[src/rtl/keysvc_wdog_pkg.sv]
`timescale 1ns/1ps
package keysvc_wdog_pkg;
  localparam int unsigned WD_REG_W  = 16;
  localparam int unsigned WD_ADDR_W = 3;
  localparam int unsigned WD_TO_W   = 8;
  localparam int unsigned WD_TO_LSB = 8;
  localparam int unsigned WD_STAT_W = 2;
  localparam int unsigned WD_CNT_W  = WD_TO_W + 1;

  localparam logic [WD_ADDR_W-1:0] OFS_CTRL = 3'h0;
  localparam logic [WD_ADDR_W-1:0] OFS_SVC  = 3'h2;
  localparam logic [WD_ADDR_W-1:0] OFS_STAT = 3'h4;

  localparam int unsigned CB_LP   = 0;
  localparam int unsigned CB_DBG  = 1;
  localparam int unsigned CB_EN   = 2;
  localparam int unsigned CB_PIN  = 3;
  localparam int unsigned CB_WAIT = 7;

  localparam logic [WD_REG_W-1:0] KEY_FIRST  = 16'h5555;
  localparam logic [WD_REG_W-1:0] KEY_SECOND = 16'hAAAA;

  localparam logic [WD_STAT_W-1:0] STAT_POR  = 2'b01;
  localparam logic [WD_STAT_W-1:0] STAT_WDOG = 2'b10;

  typedef logic [WD_REG_W-1:0] wd_word_t;

  typedef struct packed {
    logic [WD_TO_W-1:0] tsel;
    logic               sus_wait;
    logic               pin_mode;
    logic               en;
    logic               sus_dbg;
    logic               sus_lp;
  } wd_ctrl_t;
endpackage

[src/rtl/keysvc_wdog_rstsync.sv]
`timescale 1ns/1ps
module keysvc_wdog_rstsync #(
  parameter int unsigned STAGES = 2
) (
  input  logic clk,
  input  logic arst_n,
  output logic srst_n
);
  logic [STAGES-1:0] chain_q;

  always_ff @(posedge clk or negedge arst_n) begin
    if (!arst_n) chain_q <= '0;
    else         chain_q <= {chain_q[STAGES-2:0], 1'b1};
  end

  assign srst_n = chain_q[STAGES-1];
endmodule

[src/rtl/keysvc_wdog_ctrl.sv]
`timescale 1ns/1ps
module keysvc_wdog_ctrl
  import keysvc_wdog_pkg::*;
(
  input  logic               clk,
  input  logic               rst_n,
  input  logic               wr_ctrl,
  input  wd_word_t           wdata,
  output wd_ctrl_t           ctrl_q,
  output logic [WD_TO_W-1:0] tsel_nxt
);
  wd_ctrl_t ctrl_d;
  logic     unused_wbits;

  assign unused_wbits = ^wdata[6:4];

  always_comb begin
    ctrl_d = ctrl_q;
    if (wr_ctrl) begin
      ctrl_d.tsel     = wdata[WD_TO_LSB +: WD_TO_W];
      ctrl_d.sus_lp   = wdata[CB_LP];
      ctrl_d.sus_dbg  = wdata[CB_DBG];
      ctrl_d.pin_mode = wdata[CB_PIN];
      ctrl_d.sus_wait = wdata[CB_WAIT];
      ctrl_d.en       = ctrl_q.en | wdata[CB_EN];
    end
  end

  assign tsel_nxt = ctrl_d.tsel;

  always_ff @(posedge clk or negedge rst_n) begin
    if (!rst_n)       ctrl_q <= '0;
    else if (wr_ctrl) ctrl_q <= ctrl_d;
  end
endmodule

[src/rtl/keysvc_wdog_keyseq.sv]
`timescale 1ns/1ps
module keysvc_wdog_keyseq
  import keysvc_wdog_pkg::*;
#(
  parameter wd_word_t FIRST  = KEY_FIRST,
  parameter wd_word_t SECOND = KEY_SECOND
) (
  input  logic     clk,
  input  logic     rst_n,
  input  logic     wr_svc,
  input  wd_word_t wdata,
  output logic     svc_ok
);
  logic armed_q;
  logic armed_d;

  assign svc_ok  = wr_svc && armed_q && (wdata == SECOND);
  assign armed_d = (wdata == FIRST);

  always_ff @(posedge clk or negedge rst_n) begin
    if (!rst_n)      armed_q <= 1'b0;
    else if (wr_svc) armed_q <= armed_d;
  end
endmodule

[src/rtl/keysvc_wdog_counter.sv]
`timescale 1ns/1ps
module keysvc_wdog_counter
  import keysvc_wdog_pkg::*;
(
  input  logic                clk,
  input  logic                rst_n,
  input  logic                en,
  input  logic [WD_TO_W-1:0]  tsel,
  input  logic [WD_TO_W-1:0]  tsel_nxt,
  input  logic                reload,
  input  logic                step,
  output logic                expire,
  output logic [WD_CNT_W-1:0] cnt_q
);
  logic [WD_CNT_W-1:0] cnt_d;
  logic [WD_CNT_W-1:0] reload_val;
  logic [WD_CNT_W-1:0] track_val;
  logic                cnt_ce;

  assign reload_val = {1'b0, tsel} + WD_CNT_W'(1);
  assign track_val  = {1'b0, tsel_nxt} + WD_CNT_W'(1);
  assign cnt_ce     = !en || reload || step;

  always_comb begin
    cnt_d  = cnt_q;
    expire = 1'b0;
    if (!en) begin
      cnt_d = track_val;
    end else if (reload) begin
      cnt_d = reload_val;
    end else if (step) begin
      if (cnt_q == WD_CNT_W'(1)) begin
        expire = 1'b1;
        cnt_d  = reload_val;
      end else begin
        cnt_d = cnt_q - WD_CNT_W'(1);
      end
    end
  end

  always_ff @(posedge clk or negedge rst_n) begin
    if (!rst_n)      cnt_q <= WD_CNT_W'(1);
    else if (cnt_ce) cnt_q <= cnt_d;
  end
endmodule

[src/rtl/keysvc_wdog.sv]
`timescale 1ns/1ps
module keysvc_wdog
  import keysvc_wdog_pkg::*;
#(
  parameter int unsigned SYNC_STAGES = 2
) (
  input  logic                 clk,
  input  logic                 por_n,
  input  logic                 rst_n,
  input  logic                 reg_wr,
  input  logic [WD_ADDR_W-1:0] reg_addr,
  input  logic [WD_REG_W-1:0]  reg_wdata,
  output logic [WD_REG_W-1:0]  reg_rdata,
  input  logic                 tick_half,
  input  logic                 susp_lowpwr,
  input  logic                 susp_debug,
  input  logic                 susp_wait,
  output logic                 rst_req,
  output logic                 tout_pin
);
  logic                 sys_arst_n;
  logic                 sys_srst_n;
  logic                 por_srst_n;
  logic                 wr_ctrl;
  logic                 wr_svc;
  wd_ctrl_t             ctrl_q;
  logic [WD_TO_W-1:0]   tsel_nxt;
  logic                 svc_ok;
  logic                 frozen;
  logic                 step;
  logic                 expire;
  logic [WD_CNT_W-1:0]  cnt_q;
  logic                 fire_q;
  logic                 pin_q;
  logic                 pin_d;
  logic [WD_STAT_W-1:0] stat_q;
  wd_word_t             ctrl_word;

  assign sys_arst_n = rst_n & por_n;

  keysvc_wdog_rstsync #(.STAGES(SYNC_STAGES)) u_sync_sys (
    .clk(clk), .arst_n(sys_arst_n), .srst_n(sys_srst_n));

  keysvc_wdog_rstsync #(.STAGES(SYNC_STAGES)) u_sync_por (
    .clk(clk), .arst_n(por_n), .srst_n(por_srst_n));

  assign wr_ctrl = reg_wr && (reg_addr == OFS_CTRL);
  assign wr_svc  = reg_wr && (reg_addr == OFS_SVC);

  keysvc_wdog_ctrl u_ctrl (
    .clk(clk), .rst_n(sys_srst_n), .wr_ctrl(wr_ctrl), .wdata(reg_wdata),
    .ctrl_q(ctrl_q), .tsel_nxt(tsel_nxt));

  keysvc_wdog_keyseq u_keys (
    .clk(clk), .rst_n(sys_srst_n), .wr_svc(wr_svc), .wdata(reg_wdata),
    .svc_ok(svc_ok));

  assign frozen = (susp_lowpwr && ctrl_q.sus_lp)
               || (susp_debug  && ctrl_q.sus_dbg)
               || (susp_wait   && ctrl_q.sus_wait);
  assign step   = tick_half && !frozen;

  keysvc_wdog_counter u_cnt (
    .clk(clk), .rst_n(sys_srst_n), .en(ctrl_q.en), .tsel(ctrl_q.tsel),
    .tsel_nxt(tsel_nxt), .reload(svc_ok), .step(step), .expire(expire),
    .cnt_q(cnt_q));

  // reset request and timeout pin: system reset domain
  assign pin_d = pin_q | (fire_q & ctrl_q.pin_mode);

  always_ff @(posedge clk or negedge sys_srst_n) begin
    if (!sys_srst_n) begin
      fire_q <= 1'b0;
      pin_q  <= 1'b0;
    end else begin
      fire_q <= expire;
      pin_q  <= pin_d;
    end
  end

  // reset cause: power-on domain only
  always_ff @(posedge clk or negedge por_srst_n) begin
    if (!por_srst_n)  stat_q <= STAT_POR;
    else if (fire_q)  stat_q <= STAT_WDOG;
  end

  always_comb begin
    ctrl_word                          = '0;
    ctrl_word[WD_TO_LSB +: WD_TO_W]    = ctrl_q.tsel;
    ctrl_word[CB_LP]                   = ctrl_q.sus_lp;
    ctrl_word[CB_DBG]                  = ctrl_q.sus_dbg;
    ctrl_word[CB_EN]                   = ctrl_q.en;
    ctrl_word[CB_PIN]                  = ctrl_q.pin_mode;
    ctrl_word[CB_WAIT]                 = ctrl_q.sus_wait;
  end

  always_comb begin
    case (reg_addr)
      OFS_CTRL: reg_rdata = ctrl_word;
      OFS_STAT: reg_rdata = {{(WD_REG_W-WD_STAT_W){1'b0}}, stat_q};
      default:  reg_rdata = '0;
    endcase
  end

  assign rst_req  = fire_q;
  assign tout_pin = pin_q;
endmodule

[config.mk]
export PLATFORM = sky130hd
export DESIGN_NAME = keysvc_wdog
export DESIGN_NICKNAME = d
export VERILOG_FILES = /design/src/rtl/keysvc_wdog_pkg.sv /design/src/rtl/keysvc_wdog_rstsync.sv /design/src/rtl/keysvc_wdog_ctrl.sv /design/src/rtl/keysvc_wdog_keyseq.sv /design/src/rtl/keysvc_wdog_counter.sv /design/src/rtl/keysvc_wdog.sv
export SDC_FILE = /design/constraint.sdc
export NUM_CORES = 1
export LEC_CHECK = 0
export ABC_AREA = 1
export BUFFER_PORTS_ARGS = -buffer_cell sky130_fd_sc_hd__buf_2
export CORE_AREA = 2 2 83 85
export CTS_BUF_LIST = sky130_fd_sc_hd__clkbuf_4 sky130_fd_sc_hd__clkbuf_8
export DETAILED_ROUTE_END_ITERATION = 10
export DIE_AREA = 0 0 85 87
export GPL_TIMING_DRIVEN = 0
export PLACE_DENSITY = 0.69
export SETUP_SLACK_MARGIN = 0.15
export SLEW_MARGIN = 20
export SYNTH_ARGS = -nofsm -noshare
export SYNTH_HDL_FRONTEND = slang
export SYNTH_SLANG_ARGS = --single-unit
export TNS_END_PERCENT = 100
[constraint.sdc]
create_clock -name clk -period 0.85 [get_ports clk]
set_clock_uncertainty 0.15 [all_clocks]
set_input_delay 0.085 -clock clk [delete_from_list [all_inputs] [get_ports clk]]
set_output_delay 0.085 -clock clk [all_outputs]
set_load 0.05 [all_outputs]
==> flow_summary.yaml, run 1 <==
synth:
  yosys-top-cells-count: "nand2_1 (79), nor2_1 (49), inv_1 (45)"
  synthTopCellsByArea: "dfrtp_1 (31%), nand2_1 (13%), nor2_1 (7.9%)"
  syn_area_per_cell_sq_um: 6.880
  yosys_warnings: 0
  synth.distinct_cells: 36
  yosysTopAreaCell: "dfrtp_1"
  syn_inst: 337
  yosys.area.top_type_share: 0.3130
  ys_async_sr_fraction: 1.000
  yosysSeqAreaShare: 0.3357
  synth-main-ff-cell: "dfrtp_1"
  synth_edf_count: 0
  ys_seq_elements: 31
  synth_area_sq_um: 2318
  synth.most_common_cell: "nand2_1"
pwr:
  total_leakage_power_nw: 1.696
  p_per_area_nw_per_um2: 1788
  ir_drop_uv: 947.8
placed_design:
  io_buffers: 40
  routabilityCongestion: 0.8873
  dp_slack_ns: -1.069
  placed_cell_area_sq_um: 2799
  hpwl_um: 4924
timing:
  timing.hold.ws_ns: -0.1080
  setup_ws_ns: -0.8435
  finalCritPeriodShare: 1.992
  period_needed_ns: 1.694
  hold_violations: 11
  rsz0062_at_grt: "true"
  fmax_mhz: 590.5
  final_max_slew_viol_count: 0
  setup_viol: 37
global_routing:
  grt_busiest_layer: "met2"
  met1_usage: 0.2620
  grt_max_degree: 13
  grt_pass1_wl_um: 11940
  grtUsageMet2: 0.3501
  grt_use_total: 0.2046
  grt_pass1_vias: 2568
  grt_use_met3: 0.03412
  antenna_found_initial: 0
  overflow: 0
job:
  maxCapViolCount: 0
drt:
  wl_per_cell_um: 14.65
  wl_um: 7309
  vias: 2499
  drtAntennaViolNets: 0
  drc: 0
  drtPass1Iterations: 4
  drt-initial-drc-count: 184
  via_per_inst: 5.008
clock_network:
  cts_hold_buf: 2
  cts_buffers: 5
  htreeDepth: 2
  path_clk_slew_ns: 0.07
  clk_latency_ns: 0.29
  cts_root_buf: "clkbuf_8"
  cts_tree: "built"
  clkSinkCount: 31
  cts_buffer_depth: 2
worst_setup_path:
  required_ns: 0.88
  cp.buffers_inverters: 0
  path_delay_family: "simple AND/OR/NAND/NOR gates"
  crit_arrival_ns: 1.72
  r2r_cells: 10
  crit_chain: "ha_4 > nand2_4 > nor2_4 > nand2_4 > nand2_4 > nand2_2 > nand3_2 > nand2_1 > nor2_1 > nor2_1"
  reg2reg_slack_ns: -0.84
  cp_max_fo: 8
  crit_type: "flip-flop to flip-flop"
  worstSetupEndpointType: "flip-flop"
  cp_slowest_cell: "dfstp_2"
  r2r-start: "u_cnt.cnt_q[0]"
  cpMostUsedCell: "nand2_4"
  startpoint_type: "flip-flop"
  reg2reg_to: "u_cnt.cnt_q[6]"
  max_stage_delay_ns: 0.59
floorplan:
  die-width_um: 85
  initial_utilization: 0.3530
  core_area_sq_um: 6569
  die-area_sq_um: 7395
  rows: 30
  die_h_um: 87
  ios: 45
final_layout:
  final_nets: 449
  fin_area_sq_um: 3568
  syn_to_final_growth_pct: 53.91
  drive_gt1_frac: 0.4511
  diodes: 0
  register_area_sq_um: 790.8
  multi_input_area_sq_um: 1623
  fill_cells: 573
status:
  failed_checks: "hold timing, setup timing"
  status: "complete, but fails checks"
min_path:
  hold_path.class: "flip-flop to async pin"
## stage by stage
step	utilization	instances	power (W)	TNS [ns]
final	0.5432	499	0.006380	-15.75
after global routing	0.5432	499	0.006792	-17.65
after CTS	0.5175	495	0.006126	-15.33
after detailed placement	0.4261	460	0.004417	-19.52
after global placement	0.4261	460	0.004351	-19.32
after floorplan	-	340	0.003879	-12.00
## layout by cell type, fill, tap and decap left out, drive strengths merged, types with 3 or more instances in the layout
| cell | Yosys | final |
|---|---|---|
| a21oi | 6 | 6 |
| nand2 | 94 | 95 |
| nand3 | 32 | 32 |
| o21bai | 3 | 3 |
| o21ai | 16 | 16 |
| clkbuf | 2 | 10 |
| dfrtp | 29 | 29 |
| conb | 2 | 5 |
| inv | 50 | 50 |
| nand4 | 17 | 17 |
| buf | 9 | 76 |
| ha | 4 | 4 |
| nor2 | 54 | 54 |
| xor2 | 5 | 5 |
## layer usage
layer	vias up	part of all wire
met5	-	0
met4	0	0.018
met3	13	0.038
met2	64	0.50
met1	1199	0.44
li1	1223	-
## area by class of cell
type,instances,area share
multi-input combinational,249,0.4548
sequential,31,0.2216
timing repair buffer,70,0.1781
inverter,50,0.05540
buffer,11,0.03541
tap,80,0.02805
clock buffer,7,0.02525
clock inverter,1,0.001403
## sequential cells by signal (all words and copies together), names as in the netlist
signal,cells
tout_pin,1
u_cnt.cnt_q,9
stat_q,2
u_sync_sys.chain_q,2
u_keys.armed_q,1
u_ctrl.ctrl_q,13
u_sync_por.chain_q,2
rst_req,1
## logic make-up (layout without fill, tap and decap cells)
| group | count (synthesis) | after routing | synth area share |
|---|---|---|---|
| and+or+nand+nor | 202 | 203 | 0.4139 |
| buffers and inverters | 61 | 139 | 0.1187 |
| DFF | 31 | 31 | 0.3357 |
| AOI/OAI and AO/OA | 30 | 30 | 0.08041 |
| xor gates and xnor gates | 7 | 7 | 0.02644 |
| adders and majority gates | 4 | 4 | 0.02159 |
| other | 2 | 5 | 0.003239 |
## report_power, final
part           internal (W)  switching (W)  leakage (nW)
combinational       0.00121        0.00166          1.28
sequential          0.00182       0.000403         0.362
clock              0.000686       0.000599        0.0517
total               0.00372        0.00267          1.70
## repair_timing
| item | CTS | global route |
|---|---|---|
| resized for setup | 78 | 38 |
| gates cloned | 2 | 0 |
| hold endpoints to repair | 14 | 10 |
| setup buffers | 23 | 4 |
| pin swaps | 18 | 13 |
| setup endpoints to repair | 67 | 42 |
## worst max path at each step
stage | from | cells past startpoint | slack [ns] | end
2_1_floorplan | reg_addr[2] | 12 | -0.71 | u_cnt.cnt_q[6]
3_3_place_gp | reg_addr[2] | 13 | -1.04 | u_cnt.cnt_q[6]
3_5_place_dp | reg_addr[2] | 13 | -1.07 | u_cnt.cnt_q[6]
4_1_cts | u_cnt.cnt_q[0] | 10 | -0.87 | u_cnt.cnt_q[6]
5_1_grt | u_cnt.cnt_q[0] | 11 | -0.95 | u_cnt.cnt_q[8]
6_report | u_cnt.cnt_q[0] | 10 | -0.84 | u_cnt.cnt_q[6]
(Power assumes the default switching activity.)
==> inputs of run 2 (changes only) <==
--- a/config.mk
+++ b/config.mk
@@ -12,7 +12,7 @@
 export DETAILED_ROUTE_END_ITERATION = 10
 export DIE_AREA = 0 0 85 87
 export GPL_TIMING_DRIVEN = 0
-export PLACE_DENSITY = 0.69
+export PLACE_DENSITY = 0.68
 export SETUP_SLACK_MARGIN = 0.15
 export SLEW_MARGIN = 20
 export SYNTH_ARGS = -nofsm -noshare
==> flow_summary.yaml, run 2 (synthesis gave the netlist of run 1 again) <==
status:
  status: "complete, but fails checks"
  failed_checks: "hold timing, setup timing"
pwr:
  finalPower_w: 0.006765
  switching_share: 0.3978
  p_per_area_nw_per_um2: 1846
  clock_power_share: 0.228
  total_leakage_power_nw: 1.755
  pwr-share-seq: 0.327
  ir_drop_uv: 1090
  combPwrFrac: 0.445
  p_int_w: 0.004074
  p_sw_w: 0.002691
drt:
  drtAntennaViolNets: 0
  drt-initial-drc-count: 233
  drc: 0
  via_per_inst: 5.142
  drtPass1Iterations: 7
  wl_per_cell_um: 14.54
  vias: 2607
  wl_um: 7370
min_path:
  hold_path.class: "flip-flop to async pin"
worst_setup_path:
  required_ns: 0.88
  crit_arrival_ns: 1.74
  crit_type: "flip-flop to flip-flop"
  cp_max_fo: 8
  worstSetupEndpointType: "flip-flop"
  reg2reg_to: "u_cnt.cnt_q[4]"
  r2r_cells: 10
  reg2reg_slack_ns: -0.86
  startpoint_type: "flip-flop"
  r2r-start: "u_cnt.cnt_q[0]"
final_layout:
  final_common_cell: "nand2_1"
  final_cell_mix: "nand2_1 (64), nor2_1 (31), buf_6 (29)"
  reg.largest.list: "u_ctrl.ctrl_q (13), u_cnt.cnt_q (9)"
  diodes: 0
  final_nets: 457
  register_area_sq_um: 790.8
  syn_to_final_growth_pct: 58.07
  largest_reg_flops: 13
  fin_util: 0.5579
  top_register: "u_ctrl.ctrl_q"
  fin_area_sq_um: 3665
  fill_cells: 555
  multi_input_area_sq_um: 1633
  drive_gt1_frac: 0.4754
timing:
  finalCritPeriodShare: 2.007
  final_max_slew_viol_count: 0
  rsz0062_at_grt: "true"
  setup_viol: 37
  setup_ws_ns: -0.8559
  timing.hold.ws_ns: -0.1072
  hold_violations: 10
  fmax_mhz: 586.2
  period_needed_ns: 1.706
clock_network:
  cts_buffers: 5
  clk_latency_ns: 0.29
  htreeDepth: 2
  clkSinkCount: 31
  cts_hold_buf: 2
  cts_root_buf: "clkbuf_8"
  cts_tree: "built"
  cts_buffer_depth: 2
  path_clk_slew_ns: 0.08
global_routing:
  grt_use_total: 0.1964
  antenna_found_initial: 0
  overflow: 0
  grt_pass1_wl_um: 11460
  grt_pass1_vias: 2437
  grt_max_degree: 13
placed_design:
  dp_slack_ns: -1.077
  io_buffers: 40
  hpwl_um: 4910
  routabilityCongestion: 0.8584
  placed_cell_area_sq_um: 2799
job:
  maxCapViolCount: 0
floorplan:
  die_h_um: 87
  rows: 30
  core_area_sq_um: 6569
  die-width_um: 85
  die-area_sq_um: 7395
  ios: 45
  initial_utilization: 0.3530
-- run 2: how the worst max path moves through the flow --
stage                   start              to  slack (ns)  cells after the start
2_1_floorplan     reg_addr[2]  u_cnt.cnt_q[6]       -0.71                     12
3_3_place_gp      reg_addr[2]  u_cnt.cnt_q[6]       -1.06                     13
3_5_place_dp      reg_addr[2]  u_cnt.cnt_q[6]       -1.08                     13
4_1_cts        u_cnt.cnt_q[0]  u_cnt.cnt_q[6]       -0.87                     10
5_1_grt        u_cnt.cnt_q[0]  u_cnt.cnt_q[5]       -0.93                      9
6_report       u_cnt.cnt_q[0]  u_cnt.cnt_q[4]       -0.86                     10
-- run 2: power by group through the flow --
stage               combinational (W)  sequential (W)  clock [W]
floorplan                     0.00177         0.00211          0
global placement              0.00217         0.00218          0
finish                        0.00301         0.00221    0.00154
detailed placement            0.00220         0.00219          0
CTS                           0.00263         0.00215    0.00156
global route                  0.00332         0.00225    0.00164
-- run 2: routing by layer --
metal / up-vias / GRT usage / wire length (um)
li1: 1248 / - / -
met5: - / 0 / 0
met3: 19 / 0.02559 / 316
met2: 87 / 0.3366 / 3761
met4: 0 / 0.07359 / 202
met1: 1253 / 0.2528 / 3089
-- run 2: final cells by class --
type                       instances  area share
multi-input combinational        249      0.4455
sequential                        31      0.2158
timing repair buffer              78      0.1885
inverter                          50     0.05599
buffer                            11     0.03482
tap                               80     0.02731
clock buffer                       6     0.02253
clock inverter                     2    0.009560
-- run 2: stage by stage --
stage	TNS [ns]	hold slack [ns]	std cells
after floorplan	-12.00	-0.3606	340
after global routing	-17.54	-0.09828	507
after global placement	-19.33	-0.2736	460
after detailed placement	-20.43	-0.2709	460
after CTS	-14.96	-0.1026	495
final	-15.84	-0.1072	507
-- run 2: worst max-delay path, cell delays in order, from the launching register on --
cell and delay, ns:
dfstp_2 0.59, ha_4 0.15, nand2_4 0.06, nor2_4 0.10
nand2_4 0.10, nand2_4 0.11, o21ai_1 0.09, nand3_1 0.07
nand2_1 0.07, nand2_1 0.07, nand2_1 0.04
-- run 2: what timing repair did --
item,in CTS,in global routing
endpoints found under the setup margin,67,42
setup buffers,23,12
pin swaps,24,22
cloned,2,0
endpoints found under the hold margin,13,10
resized for setup,75,56
==> inputs of run 3 (changes only) <==
--- a/config.mk
+++ b/config.mk
@@ -5,14 +5,14 @@
 export SDC_FILE = /design/constraint.sdc
 export NUM_CORES = 1
 export LEC_CHECK = 0
-export ABC_AREA = 1
+export ABC_AREA = 0
 export BUFFER_PORTS_ARGS = -buffer_cell sky130_fd_sc_hd__buf_2
-export CORE_AREA = 2 2 83 85
+export CORE_AREA = 2 2 78 80
 export CTS_BUF_LIST = sky130_fd_sc_hd__clkbuf_4 sky130_fd_sc_hd__clkbuf_8
 export DETAILED_ROUTE_END_ITERATION = 10
-export DIE_AREA = 0 0 85 87
+export DIE_AREA = 0 0 80 82
 export GPL_TIMING_DRIVEN = 0
-export PLACE_DENSITY = 0.68
+export PLACE_DENSITY = 0.69
 export SETUP_SLACK_MARGIN = 0.15
 export SLEW_MARGIN = 20
 export SYNTH_ARGS = -nofsm -noshare
==> flow_summary.yaml, run 3 <==
status:
  status: "complete, but fails checks"
  failed_checks: "hold timing, setup timing"
drt:
  vias: 2200
  via_per_inst: 5.473
  drc: 0
  wl_um: 7361
  drt-initial-drc-count: 196
  drtPass1Iterations: 4
  wl_per_cell_um: 18.31
  drtAntennaViolNets: 0
synth:
  synthTopCellsByArea: "dfrtp_1 (35%), mux2_2 (6.0%), nand2_1 (5.4%)"
  yosysSeqAreaShare: 0.3756
  syn_area_per_cell_sq_um: 9.333
  ys_seq_elements: 31
  synth.most_common_cell: "nand2_1"
  synth_area_sq_um: 2072
  yosys.area.top_type_share: 0.3502
  yosys-top-cells-count: "nand2_1 (30), dfrtp_1 (29), nand3_1 (14)"
  synth-main-ff-cell: "dfrtp_1"
  synth_edf_count: 0
  yosys_warnings: 0
  syn_inst: 222
  yosysTopAreaCell: "dfrtp_1"
  ys_async_sr_fraction: 1.000
  synth.distinct_cells: 56
global_routing:
  grt_pass1_vias: 2104
  grt_use_total: 0.2222
  antenna_found_initial: 0
  grt_pass1_wl_um: 10870
  overflow: 0
  grt_max_degree: 13
timing:
  rsz0062_at_grt: "true"
  setup_viol: 42
  finalCritPeriodShare: 2.458
  setup_ws_ns: -1.239
  hold_violations: 15
  final_max_slew_viol_count: 0
  fmax_mhz: 478.7
  period_needed_ns: 2.089
  timing.hold.ws_ns: -0.1419
clock_network:
  clkSinkCount: 31
  path_clk_slew_ns: 0.08
  cts_buffer_depth: 2
  cts_tree: "built"
  cts_hold_buf: 2
  clk_latency_ns: 0.30
  cts_buffers: 5
  cts_root_buf: "clkbuf_8"
  htreeDepth: 2
worst_setup_path:
  cpMostUsedCell: "buf_6"
  crit_type: "flip-flop to flip-flop"
  crit_chain: "inv_2 > ha_4 > nor3b_4 > nand3b_1 > buf_6 > o21ai_4 > buf_6 > or3_1 > a32oi_1"
  worstSetupEndpointType: "flip-flop"
  required_ns: 0.90
  max_stage_delay_ns: 0.37
  startpoint_type: "flip-flop"
  path_delay_family: "simple AND/OR/NAND/NOR gates"
  crit_arrival_ns: 2.14
  cp.buffers_inverters: 3
  cp_max_fo: 7
  cp_slowest_cell: "dfrtp_1"
floorplan:
  initial_utilization: 0.3606
  die-width_um: 80
  rows: 28
  die_h_um: 82
  ios: 45
  die-area_sq_um: 6560
  core_area_sq_um: 5746
placed_design:
  io_buffers: 41
  routabilityCongestion: 0.8783
  placed_cell_area_sq_um: 2587
  placedCellCount: 341
  hpwl_um: 4304
  dp_slack_ns: -1.665
final_layout:
  syn_to_final_growth_pct: 69.81
  fin_area_sq_um: 3518
  top_register: "u_ctrl.ctrl_q"
  reg.largest.list: "u_ctrl.ctrl_q (13), u_cnt.cnt_q (9)"
  final_common_cell: "buf_6"
  fill_cells: 444
  final_nets: 357
  register_area_sq_um: 793.3
  diodes: 0
  final_cell_mix: "buf_6 (35), buf_4 (31), buf_2 (23)"
  drive_gt1_frac: 0.5749
  largest_reg_flops: 13
  layout.cells.non_filler: 402
  multi_input_area_sq_um: 1515
pwr:
  p_per_area_nw_per_um2: 1798
  total_leakage_power_nw: 1.521
  finalPower_w: 0.006326
  ir_drop_uv: 788.2
job:
  maxCapViolCount: 0
min_path:
  hold_path.class: "input port to flip-flop"
-- run 3: changes by cell type in the layout (fill, tap and decap cells not counted), sizes merged, moves of 6 or more --
cell	delta
xnor2	+6
and2	+12
buf	+18
nor3	+8
inv	-44
mux2i	+6
nand4	-13
nand2	-65
o21ai	-12
nor2	-47
mux2	+11
nand3	-18
-- run 3: metal layers --
metal  global-route usage  routed length (um)
met1               0.2968                3199
met4              0.06949                 113
met2               0.3608                3601
met5                    0                   0
met3              0.04835                 447
-- run 3: worst min-delay path, stage by stage --
cell     delay [ns]
buf_2          0.10
nand2_1        0.05
nand2_1        0.04
-- run 3: power by group --
group | switching, W | total (W) | internal (W)
Sequential | 0.000464 | 0.00228 | 0.00182
Combinational | 0.00134 | 0.00282 | 0.00148
Clock | 0.000645 | 0.00123 | 0.000585
-- run 3: repair_timing --
action	4_1_cts	5_1_grt
setup buffers	32	19
pin swaps	15	9
setup endpoints to repair	67	42
resized for setup	77	42
hold endpoints to repair	18	15
-- run 3: cell type report --
class                           instances  share of cell area
Buffer                                 11             0.04019
Clock buffer                            5             0.01956
Clock inverter                          3            0.007112
Inverter                                6            0.007112
Multi-Input combinational cell        177              0.4307
Sequential cell                        31              0.2255
Tap cell                               75             0.02667
Timing Repair Buffer                   94              0.2432
-- run 3: path summary, 6_finish.rpt --
kind	from	end	slack (ns)	depth (start not counted)
max	u_cnt.cnt_q[1]	u_cnt.cnt_q[7]	-1.24	9
min	reg_wdata[7]	u_ctrl.ctrl_q[4]	-0.14	3
max reg2reg	u_cnt.cnt_q[1]	u_cnt.cnt_q[7]	-1.24	9
min reg2reg	u_sync_por.chain_q[1]	stat_q[1]	-0.09	0
max in group asynchronous	u_sync_sys.chain_q[1]	u_ctrl.ctrl_q[10]	0.24	1
min in group asynchronous	u_sync_por.chain_q[1]	stat_q[1]	-0.09	0
-- run 3: cell families (layout without fill, tap and decap cells) --
family,after synthesis,after routing,synth area share
AND/OR/NAND/NOR,106,106,0.2850
AO/OA/AOI/OAI,28,28,0.1093
flip-flops,31,31,0.3756
other,2,5,0.003625
buffers and inverters,17,119,0.04166
adder cells (fa/ha/maj),4,4,0.02416
multiplexers,17,17,0.08877
XOR/XNOR,17,17,0.07186
-- run 3: metrics by stage --
| stage | util | setup TNS [ns] |
|---|---|---|
| finish | 0.6124 | -22.18 |
| global route | 0.6124 | -23.70 |
| CTS | 0.5634 | -20.64 |
| detailed placement | 0.4503 | -27.60 |
| global placement | 0.4503 | -27.38 |
| floorplan | - | -15.75 |
